$ cat config.mk
export PLATFORM = sky130hd
export DESIGN_NAME = rx_delay_cal
export DESIGN_NICKNAME = d
export VERILOG_FILES = /design/src/rtl/dlycal_pkg.sv /design/src/rtl/dlycal_match.sv /design/src/rtl/dlycal_picker.sv /design/src/rtl/rx_delay_cal.sv
export SDC_FILE = /design/constraint.sdc
export NUM_CORES = 1
export LEC_CHECK = 0
export BUFFER_PORTS_ARGS = -buffer_cell sky130_fd_sc_hd__buf_4
export CAP_MARGIN = 15
export CORE_ASPECT_RATIO = 0.7
export CORE_MARGIN = 4
export CORE_UTILIZATION = 50
export CTS_CLUSTER_SIZE = 12
export DETAILED_ROUTE_END_ITERATION = 12
export PLACE_DENSITY = 0.79
export SYNTH_ARGS = -nofsm -noshare
export SYNTH_HDL_FRONTEND = slang
export SYNTH_SLANG_ARGS = --single-unit
$ cat constraint.sdc
create_clock -name clk -period 3.69 [get_ports clk]
set_input_delay 0.738 -clock clk [delete_from_list [all_inputs] [get_ports clk]]
set_output_delay 0.738 -clock clk [all_outputs]
set_load 0.02 [all_outputs]
$ cat src/rtl/dlycal_pkg.sv
package dlycal_pkg;

   typedef enum logic [1:0] {
      CAL_IDLE = 2'd0,
      CAL_TRY  = 2'd1,
      CAL_PICK = 2'd2
   } cal_state_e;

   localparam int unsigned CAL_SETTINGS = 4;

endpackage

$ cat src/rtl/dlycal_match.sv
module dlycal_match #(
   parameter int unsigned DATA_W = 16
) (
   input  logic [DATA_W-1:0] word_i,
   input  logic [DATA_W-1:0] ref_i,
   output logic              hit_o
);

   if (DATA_W < 1) begin : g_bad_width
      $error("dlycal_match: DATA_W must be at least 1");
   end

   assign hit_o = (word_i == ref_i);

endmodule

$ cat src/rtl/dlycal_picker.sv
module dlycal_picker #(
   parameter int unsigned SETTINGS = 4,
   localparam int unsigned CW      = $clog2(SETTINGS)
) (
   input  logic [SETTINGS-1:0] mask_i,
   output logic [CW-1:0]       code_o,
   output logic                bad_o
);

   if (SETTINGS != 4) begin : g_bad_settings
      $error("dlycal_picker: selection rule defined for four settings only");
   end

   logic [CW-1:0]     low_idx;
   logic              seen;
   logic [CW:0]       n_pass;
   logic [SETTINGS:0] shifted;
   logic [SETTINGS:0] run_ref;

   always_comb begin
      low_idx = '0;
      seen    = 1'b0;
      n_pass  = '0;
      for (int i = 0; i < SETTINGS; i++) begin
         if (mask_i[i]) begin
            n_pass = n_pass + 1'b1;
            if (!seen) begin
               low_idx = CW'(i);
               seen    = 1'b1;
            end
         end
      end
   end

   // A passing set is acceptable only if it is one unbroken run from low_idx
   always_comb begin
      shifted = {1'b0, mask_i} >> low_idx;
      run_ref = ({{SETTINGS{1'b0}}, 1'b1} << n_pass) - 1'b1;
      bad_o   = (n_pass == '0) || (shifted != run_ref);
   end

   always_comb begin
      code_o = '0;
      if (!bad_o) begin
         case (n_pass)
            (CW+1)'(1): code_o = low_idx;
            (CW+1)'(2): begin
               if (low_idx == CW'(0))      code_o = CW'(0);
               else if (low_idx == CW'(1)) code_o = CW'(1);
               else                        code_o = CW'(3);
            end
            (CW+1)'(3): code_o = low_idx + CW'(1);
            default:    code_o = CW'(1);
         endcase
      end
   end

endmodule

$ cat src/rtl/rx_delay_cal.sv
module rx_delay_cal #(
   parameter int unsigned DATA_W    = 16,
   parameter int unsigned NUM_CODES = 4,
   localparam int unsigned CODE_W   = $clog2(NUM_CODES)
) (
   input  logic              clk,
   input  logic              rst_n,
   input  logic              start_i,
   input  logic [DATA_W-1:0] exp_pat_i,
   output logic              rd_req_o,
   input  logic              rd_ack_i,
   input  logic [DATA_W-1:0] rd_data_i,
   output logic [CODE_W-1:0] dly_code_o,
   output logic              done_o,
   output logic              err_o
);
   import dlycal_pkg::*;

   if (NUM_CODES != CAL_SETTINGS) begin : g_bad_codes
      $error("rx_delay_cal: NUM_CODES must equal CAL_SETTINGS");
   end

   localparam logic [CODE_W-1:0] LAST_CODE = CODE_W'(NUM_CODES - 1);

   cal_state_e           state;
   logic [CODE_W-1:0]    trial;
   logic [CODE_W-1:0]    final_code;
   logic [NUM_CODES-1:0] pass_mask;
   logic                 word_hit;
   logic [CODE_W-1:0]    sel_code;
   logic                 sel_bad;
   logic                 take_start;
   logic                 trial_end;

   assign take_start = start_i && (state == CAL_IDLE);
   assign trial_end  = (state == CAL_TRY) && rd_ack_i;

   dlycal_match #(.DATA_W(DATA_W)) u_match (
      .word_i (rd_data_i),
      .ref_i  (exp_pat_i),
      .hit_o  (word_hit)
   );

   dlycal_picker #(.SETTINGS(NUM_CODES)) u_picker (
      .mask_i (pass_mask),
      .code_o (sel_code),
      .bad_o  (sel_bad)
   );

   always_ff @(posedge clk or negedge rst_n) begin
      if (!rst_n) begin
         state <= CAL_IDLE;
         trial <= '0;
      end else begin
         case (state)
            CAL_IDLE: if (take_start) begin
               state <= CAL_TRY;
               trial <= '0;
            end
            CAL_TRY: if (rd_ack_i) begin
               if (trial == LAST_CODE) state <= CAL_PICK;
               else                    trial <= trial + 1'b1;
            end
            default: state <= CAL_IDLE;
         endcase
      end
   end

   for (genvar g = 0; g < NUM_CODES; g++) begin : g_pass
      always_ff @(posedge clk or negedge rst_n) begin
         if (!rst_n)                                       pass_mask[g] <= 1'b0;
         else if (take_start)                              pass_mask[g] <= 1'b0;
         else if (trial_end && (trial == CODE_W'(g)))      pass_mask[g] <= word_hit;
      end
   end

   always_ff @(posedge clk or negedge rst_n) begin
      if (!rst_n) begin
         final_code <= '0;
         done_o     <= 1'b0;
         err_o      <= 1'b0;
      end else if (take_start) begin
         done_o <= 1'b0;
         err_o  <= 1'b0;
      end else if (state == CAL_PICK) begin
         final_code <= sel_code;
         done_o     <= 1'b1;
         err_o      <= sel_bad;
      end
   end

   assign rd_req_o   = (state == CAL_TRY);
   assign dly_code_o = (state == CAL_TRY) ? trial : final_code;

   p_step_r2: assert property (@(posedge clk) disable iff (!rst_n)
      (rd_req_o && rd_ack_i && dly_code_o != LAST_CODE)
      |=> (rd_req_o && dly_code_o == CODE_W'($past(dly_code_o) + 1'b1)));

   p_pick_in_mask_r5: assert property (@(posedge clk) disable iff (!rst_n)
      (state == CAL_PICK && !sel_bad) |=> pass_mask[dly_code_o]);

   p_err_with_done_r9: assert property (@(posedge clk) disable iff (!rst_n)
      err_o |-> done_o);

   p_busy_start_r10: assert property (@(posedge clk) disable iff (!rst_n)
      (rd_req_o && start_i && !rd_ack_i) |=> (rd_req_o && $stable(dly_code_o)));

   p_clear_r11: assert property (@(posedge clk) disable iff (!rst_n)
      take_start |=> (!done_o && !err_o));

   p_hold_r12: assert property (@(posedge clk) disable iff (!rst_n)
      (done_o && !start_i) |=> (done_o && $stable(dly_code_o)));

endmodule

==> flow_summary.toml, run 1 <==
[detailed_routing]
wl_um = 2940
vias = 1116
drt_iter0_markers = 51
drt-pass1-iter-count = 4
drc = 0
vias_per_cell = 5.37
ant_nets = 0
route.detailed.wl_per_inst_um = 14.1

[die]
start_util_pct = 55.2
core_area_um2 = 2260
chipHeight_um = 49.8
die-area_um2 = 3370
rows = 14
boundaryPins = 41
dieWidth_um = 67.7

[placed_design]
io_buffers = 40
gp_congestion = 0.806
pre_cts_ws_ps = 335
hpwl_um = 2550

[power_and_ir_drop]
switchingPower_w = 0.000182
pwr-share-clk_pct = 15.8
total_power_w = 0.000491
power_frac_seq_pct = 36.7
internal-power_w = 0.000310
p_sw_share_pct = 37.0
p_leak_nw = 0.756
peakVddDrop_uv = 189
power_density_nw_per_um2 = 312
pwr-share-comb_pct = 47.5

[cts]
cts_buffer_depth = 2
postCtsHoldBufs = 0
numClockSinks = 12
cts_resized = 0
numCtsBuffers = 3
post_cts_buffers = 0
clkTransAtPathRegs_ps = 70
cts_max_level = 1
clock_latency_ps = 270
cts_tree = "done"
cts_root_buffer = "clkbuf_4"

[timing]
setup_viol = 0
setup_tns_ps = 0
relSlewSlack_pct = 56.3
max_freq_ghz = 0.295
hold_viol = 0
fin_skew_ps = 1.65
finalCritPeriodShare_pct = 91.9
post-route-min-period_ps = 3390
rsz0062_at_grt = "no"
finalWorstSetupSlack_ps = 299
slew_violations = 0
worst_pin_slew_ps = 651

[worst_setup_path]
start_kind = "flop"
required_ps = 3890
crit_fanout = 7
worstSetupPathType = "flop to flop"
ff2ff_path_depth = 13
crit_path_end_kind = "flop"
critPathArrivalTime_ps = 3590

[yosys]
yosys-top-cells-count = "xor2_1, ha_1, dfrtp_1"
synth.largest_area_cell = "dfrtp_1"
yosys-top-cells-area = "dfrtp_1, ha_1, xor2_1"
synth_edf_count = 0
synthArstFlopShare_pct = 100
synth_top_area_share_pct = 24.1
syn-mean-instance-area_um2 = 9.04
synth_most_common_cell = "xor2_1"
yosysWarningCount = 0
synthFlopType = "dfrtp_1"
synth_cell_types = 39
syn_area_um2 = 1250
synth_cells = 138
synth-seq-cells = 12
syn_nets = 187
synth-seq-area-share_pct = 24.1

[final_layout]
nets = 227
drive_gt1_share_pct = 31.8
syn2layout_area_growth_pct = 26.3
fin_util_pct = 69.7
diodes = 0

[global_route]
grt_max_degree = 16
grt_pass1_wl_um = 5040
track_usage_pct = 19.5
antenna_found_initial = 0
grt_overflow = 0
grt_pass1_vias = 1181

[hold_path]
hp-class = "input pin to async pin"

[flow_run]
drv_cap = 0

[outcome]
status = "finished clean"
## power groups by stage
stage	Combinational, W	Clock [W]	Sequential (W)
after global placement	0.000226	0	0.000178
after detailed placement	0.000235	0	0.000184
after global routing	0.000255	0.0000907	0.000185
final	0.000234	0.0000778	0.000180
after CTS	0.000235	0.0000808	0.000181
after floorplan	0.000138	0	0.000183
## stage by stage
stage               instance area, um2  hold slack (ps)  std cells
floorplan                         1250              442        138
global placement                  1550              462        205
detailed placement                1550              516        205
CTS                               1580              294        208
global route                      1580              279        208
finish                            1580              296        208
## final cells by class
| type | count | area [um2] |
|---|---|---|
| clock buffer | 3 | 22.5 |
| fill | 181 | 684 |
| inverter | 9 | 33.8 |
| multi-input combinational | 112 | 878 |
| sequential | 12 | 300 |
| tap | 32 | 40.0 |
| timing repair buffer | 40 | 300 |
## flip-flops by register name, summed over array words and instances (netlist names)
register / cells
pass_mask: 4
final_code: 2
state: 2
trial: 2
done_o: 1
err_o: 1
## layout by cell type, fill, tap and decap left out, drive strengths merged, types with 2 or more instances in the layout
cell type	count
mux2	8
xnor2	4
buf	40
xor2	17
nor4	4
nor3	4
nand2b	4
nand2	10
or2b	2
dfrtp	12
o21ai	5
nor2	5
a21oi	7
nor2b	2
mux2i	4
ha	13
a32o	2
inv	9
nand3	4
clkbuf	3
## critical path: stages (launching register included)
cell	delay (ps)
dfrtp_1	450
inv_1	100
ha_1	380
xor2_1	260
ha_1	190
nand2_1	80
xnor2_2	270
o31a_2	250
or2b_1	240
ha_1	280
xnor2_1	160
o2111ai_1	130
and4bb_2	360
a32o_1	170
## layer usage
layer	vias up	GRT usage [%]	part of all wire [%]
met5	-	0	0
met4	0	3.70	0
met3	0	7.50	8.2
met2	46	33.0	50
met1	507	23.4	42
li1	563	-	-
## kinds of logic (layout without fill, tap and decap cells)
group	after synthesis	in the layout	synth area share, %
AO/OA/AOI/OAI	23	23	12.7
XOR/XNOR	21	21	15.3
adder cells (fa/ha/maj)	13	13	13.0
buffers and inverters	14	52	5.52
flip-flops	12	12	24.1
multiplexers	12	12	10.4
AND/OR/NAND/NOR	43	43	18.9
## final timing paths
| path | start | endpoint | slack (ps) |
|---|---|---|---|
| hold / removal | rst_n | trial[0]$_DFFE_PN0P_ | 300 |
| min in group clk | final_code[0]$_DFFE_PN0P_ | final_code[0]$_DFFE_PN0P_ | 530 |
| max in group asynchronous | rst_n | done_o$_DFFE_PN0P_ | 3240 |
| setup / recovery | pass_mask[1]$_DFFE_PN0P_ | final_code[1]$_DFFE_PN0P_ | 300 |
| hold reg to reg | final_code[0]$_DFFE_PN0P_ | final_code[0]$_DFFE_PN0P_ | 530 |
| setup reg to reg | pass_mask[1]$_DFFE_PN0P_ | final_code[1]$_DFFE_PN0P_ | 300 |
(Power assumes the default switching activity.)
==> run 2, diff against run 1 <==
Settings changed: PLACE_DENSITY 0.79 to 0.77, SYNTH_HIERARCHICAL set to 1.
==> flow_summary.toml, run 2 <==
[detailed_routing]
ant_nets = 0
drt_iter0_markers = 89
vias = 1430
route.detailed.wl_per_inst_um = 15.2
wl_um = 3740
vias_per_cell = 5.81
drt-pass1-iter-count = 4
drc = 0

[cts]
clock_latency_ps = 240
numCtsBuffers = 3
cts_root_buffer = "clkbuf_8"
clkTransAtPathRegs_ps = 50
cts_resized = 0
post_cts_buffers = 0
numClockSinks = 12
cts_max_level = 1
postCtsHoldBufs = 0
cts_buffer_depth = 2
cts_tree = "done"

[yosys]
synth_cell_types = 48
yosys-top-cells-count = "xnor2_1, a21oi_1, dfrtp_1, ha_1, nand2_1"
synth.largest_area_cell = "dfrtp_1"
synthFlopType = "dfrtp_1"
synth-seq-area-share_pct = 20.3
synth_most_common_cell = "xnor2_1"
synth_top_area_share_pct = 20.3
synthArstFlopShare_pct = 100
syn_nets = 223
yosys-top-cells-area = "dfrtp_1, xnor2_1, ha_1"
syn-mean-instance-area_um2 = 8.44
syn_area_um2 = 1480
yosysWarningCount = 6
synth_cells = 175
synth-seq-cells = 12
synth_edf_count = 0

[timing]
hold_viol = 0
setup_viol = 0
post-route-min-period_ps = 3050
slew_violations = 0
worst_pin_slew_ps = 646
finalCritPeriodShare_pct = 82.7
rsz0062_at_grt = "no"
setup_tns_ps = 0
fin_skew_ps = 1.03
max_freq_ghz = 0.328
finalWorstSetupSlack_ps = 638
relSlewSlack_pct = 57.0

[flow_run]
drv_cap = 0

[worst_setup_path]
r2r_slack_ps = 640
critPathArrivalTime_ps = 3170
timing.rr.start = "pass_mask[1]$_DFFE_PN0P_"
worstSetupPathType = "flop to flop"
reg2reg_to = "final_code[0]$_DFFE_PN0P_"
setup.worst_path.start = "pass_mask[1]$_DFFE_PN0P_"
ff2ff_path_depth = 11
required_ps = 3810
crit_path_end_kind = "flop"
start_kind = "flop"
crit_fanout = 8

[global_route]
antenna_found_initial = 0
track_usage_pct = 21.0
grt_pass1_wl_um = 6270
grt_pass1_vias = 1384
grt_overflow = 0
grt_max_degree = 24

[final_layout]
largest_register_ffs = 4
drive_gt1_share_pct = 29.0
filler_cell_count = 244
final_common_cell = "buf_4"
syn2layout_area_growth_pct = 22.5
nets = 260
fin_util_pct = 64.5
final_cell_mix = "buf_4, xnor2_1"
diodes = 0
regMostFlops = "pass_mask"

[placed_design]
io_buffers = 40
gp_congestion = 1.01
hpwl_um = 3050
pre_cts_ws_ps = 653

[die]
core_area_um2 = 2800
die-area_um2 = 3900
dieWidth_um = 73.0
rows = 16
boundaryPins = 41
chipHeight_um = 53.5
start_util_pct = 52.7

[outcome]
status = "finished clean"

[power_and_ir_drop]
peakVddDrop_uv = 202
p_leak_nw = 0.773
power_density_nw_per_um2 = 313

[hold_path]
hp-class = "input pin to async pin"
-- run 2: cell types whose count changed in the layout (fill, tap and decap cells not counted), sizes merged, moves of 3 or more --
cell	delta
xor2	-17
nand4	+8
o21ai	+5
nor3	+3
nor4	-3
xnor2	+16
a22oi	+3
nor2	+5
a21oi	+5
mux2	-4
-- run 2: final cells by class --
type,count,area [um2],area share (%)
multi-input cells,145,1080,59.9
well taps,36,45.0,2.49
inverters,10,37.5,2.08
clock buffers,3,41.3,2.28
flip-flops and latches,12,300,16.6
repair buffers,40,300,16.6
-- run 2: metrics by stage --
step	total power, W	hold WS (ps)	instances	instance area, um2
floorplan	0.000347	442	175	1480
finish	0.000566	328	246	1810
CTS	0.000569	334	246	1810
detailed placement	0.000450	485	243	1770
global placement	0.000443	473	243	1770
global route	0.000604	342	246	1810
-- run 2: worst max-delay path by stage --
stage	end	slack [ps]	cells past startpoint
after floorplan	final_code[0]$_DFFE_PN0P_	990	12
after global placement	final_code[1]$_DFFE_PN0P_	790	11
after detailed placement	final_code[1]$_DFFE_PN0P_	650	11
after CTS	final_code[0]$_DFFE_PN0P_	660	11
after global routing	final_code[0]$_DFFE_PN0P_	320	11
final	final_code[0]$_DFFE_PN0P_	640	11
-- run 2: logic make-up after synthesis --
kind of cell / count (synthesis) / share of synthesized area [%]
and+or+nand+nor: 65 / 26.4
AOI/OAI and AO/OA: 39 / 18.3
xor gates and xnor gates: 20 / 11.9
buffers and inverters: 18 / 6.27
adders and majority gates: 12 / 10.2
DFF: 12 / 20.3
muxes: 9 / 6.69
-- run 2: worst max-delay path, stage by stage (launching register included) --
cell and delay, ps:
dfrtp_1 460, inv_1 100, ha_1 390, and4b_4 270, nor3_1 410, nand3_1 140, ha_1 380, a311oi_1 210
mux2i_1 100, nand3_1 140, nor3_1 70, mux2_2 260
-- run 2: routing by layer --
metal,part of all wire [%],track usage (%),vias to the layer above
met1,44,27.7,660
met2,45,34.0,63
met3,8.4,4.74,8
met4,2.1,6.75,0
met5,0,0,-
li1,-,-,699
-- run 2: power by group --
part	switching (W)	internal [W]
logic	0.000137	0.000124
registers	0.0000284	0.000159
clock network	0.0000460	0.0000718
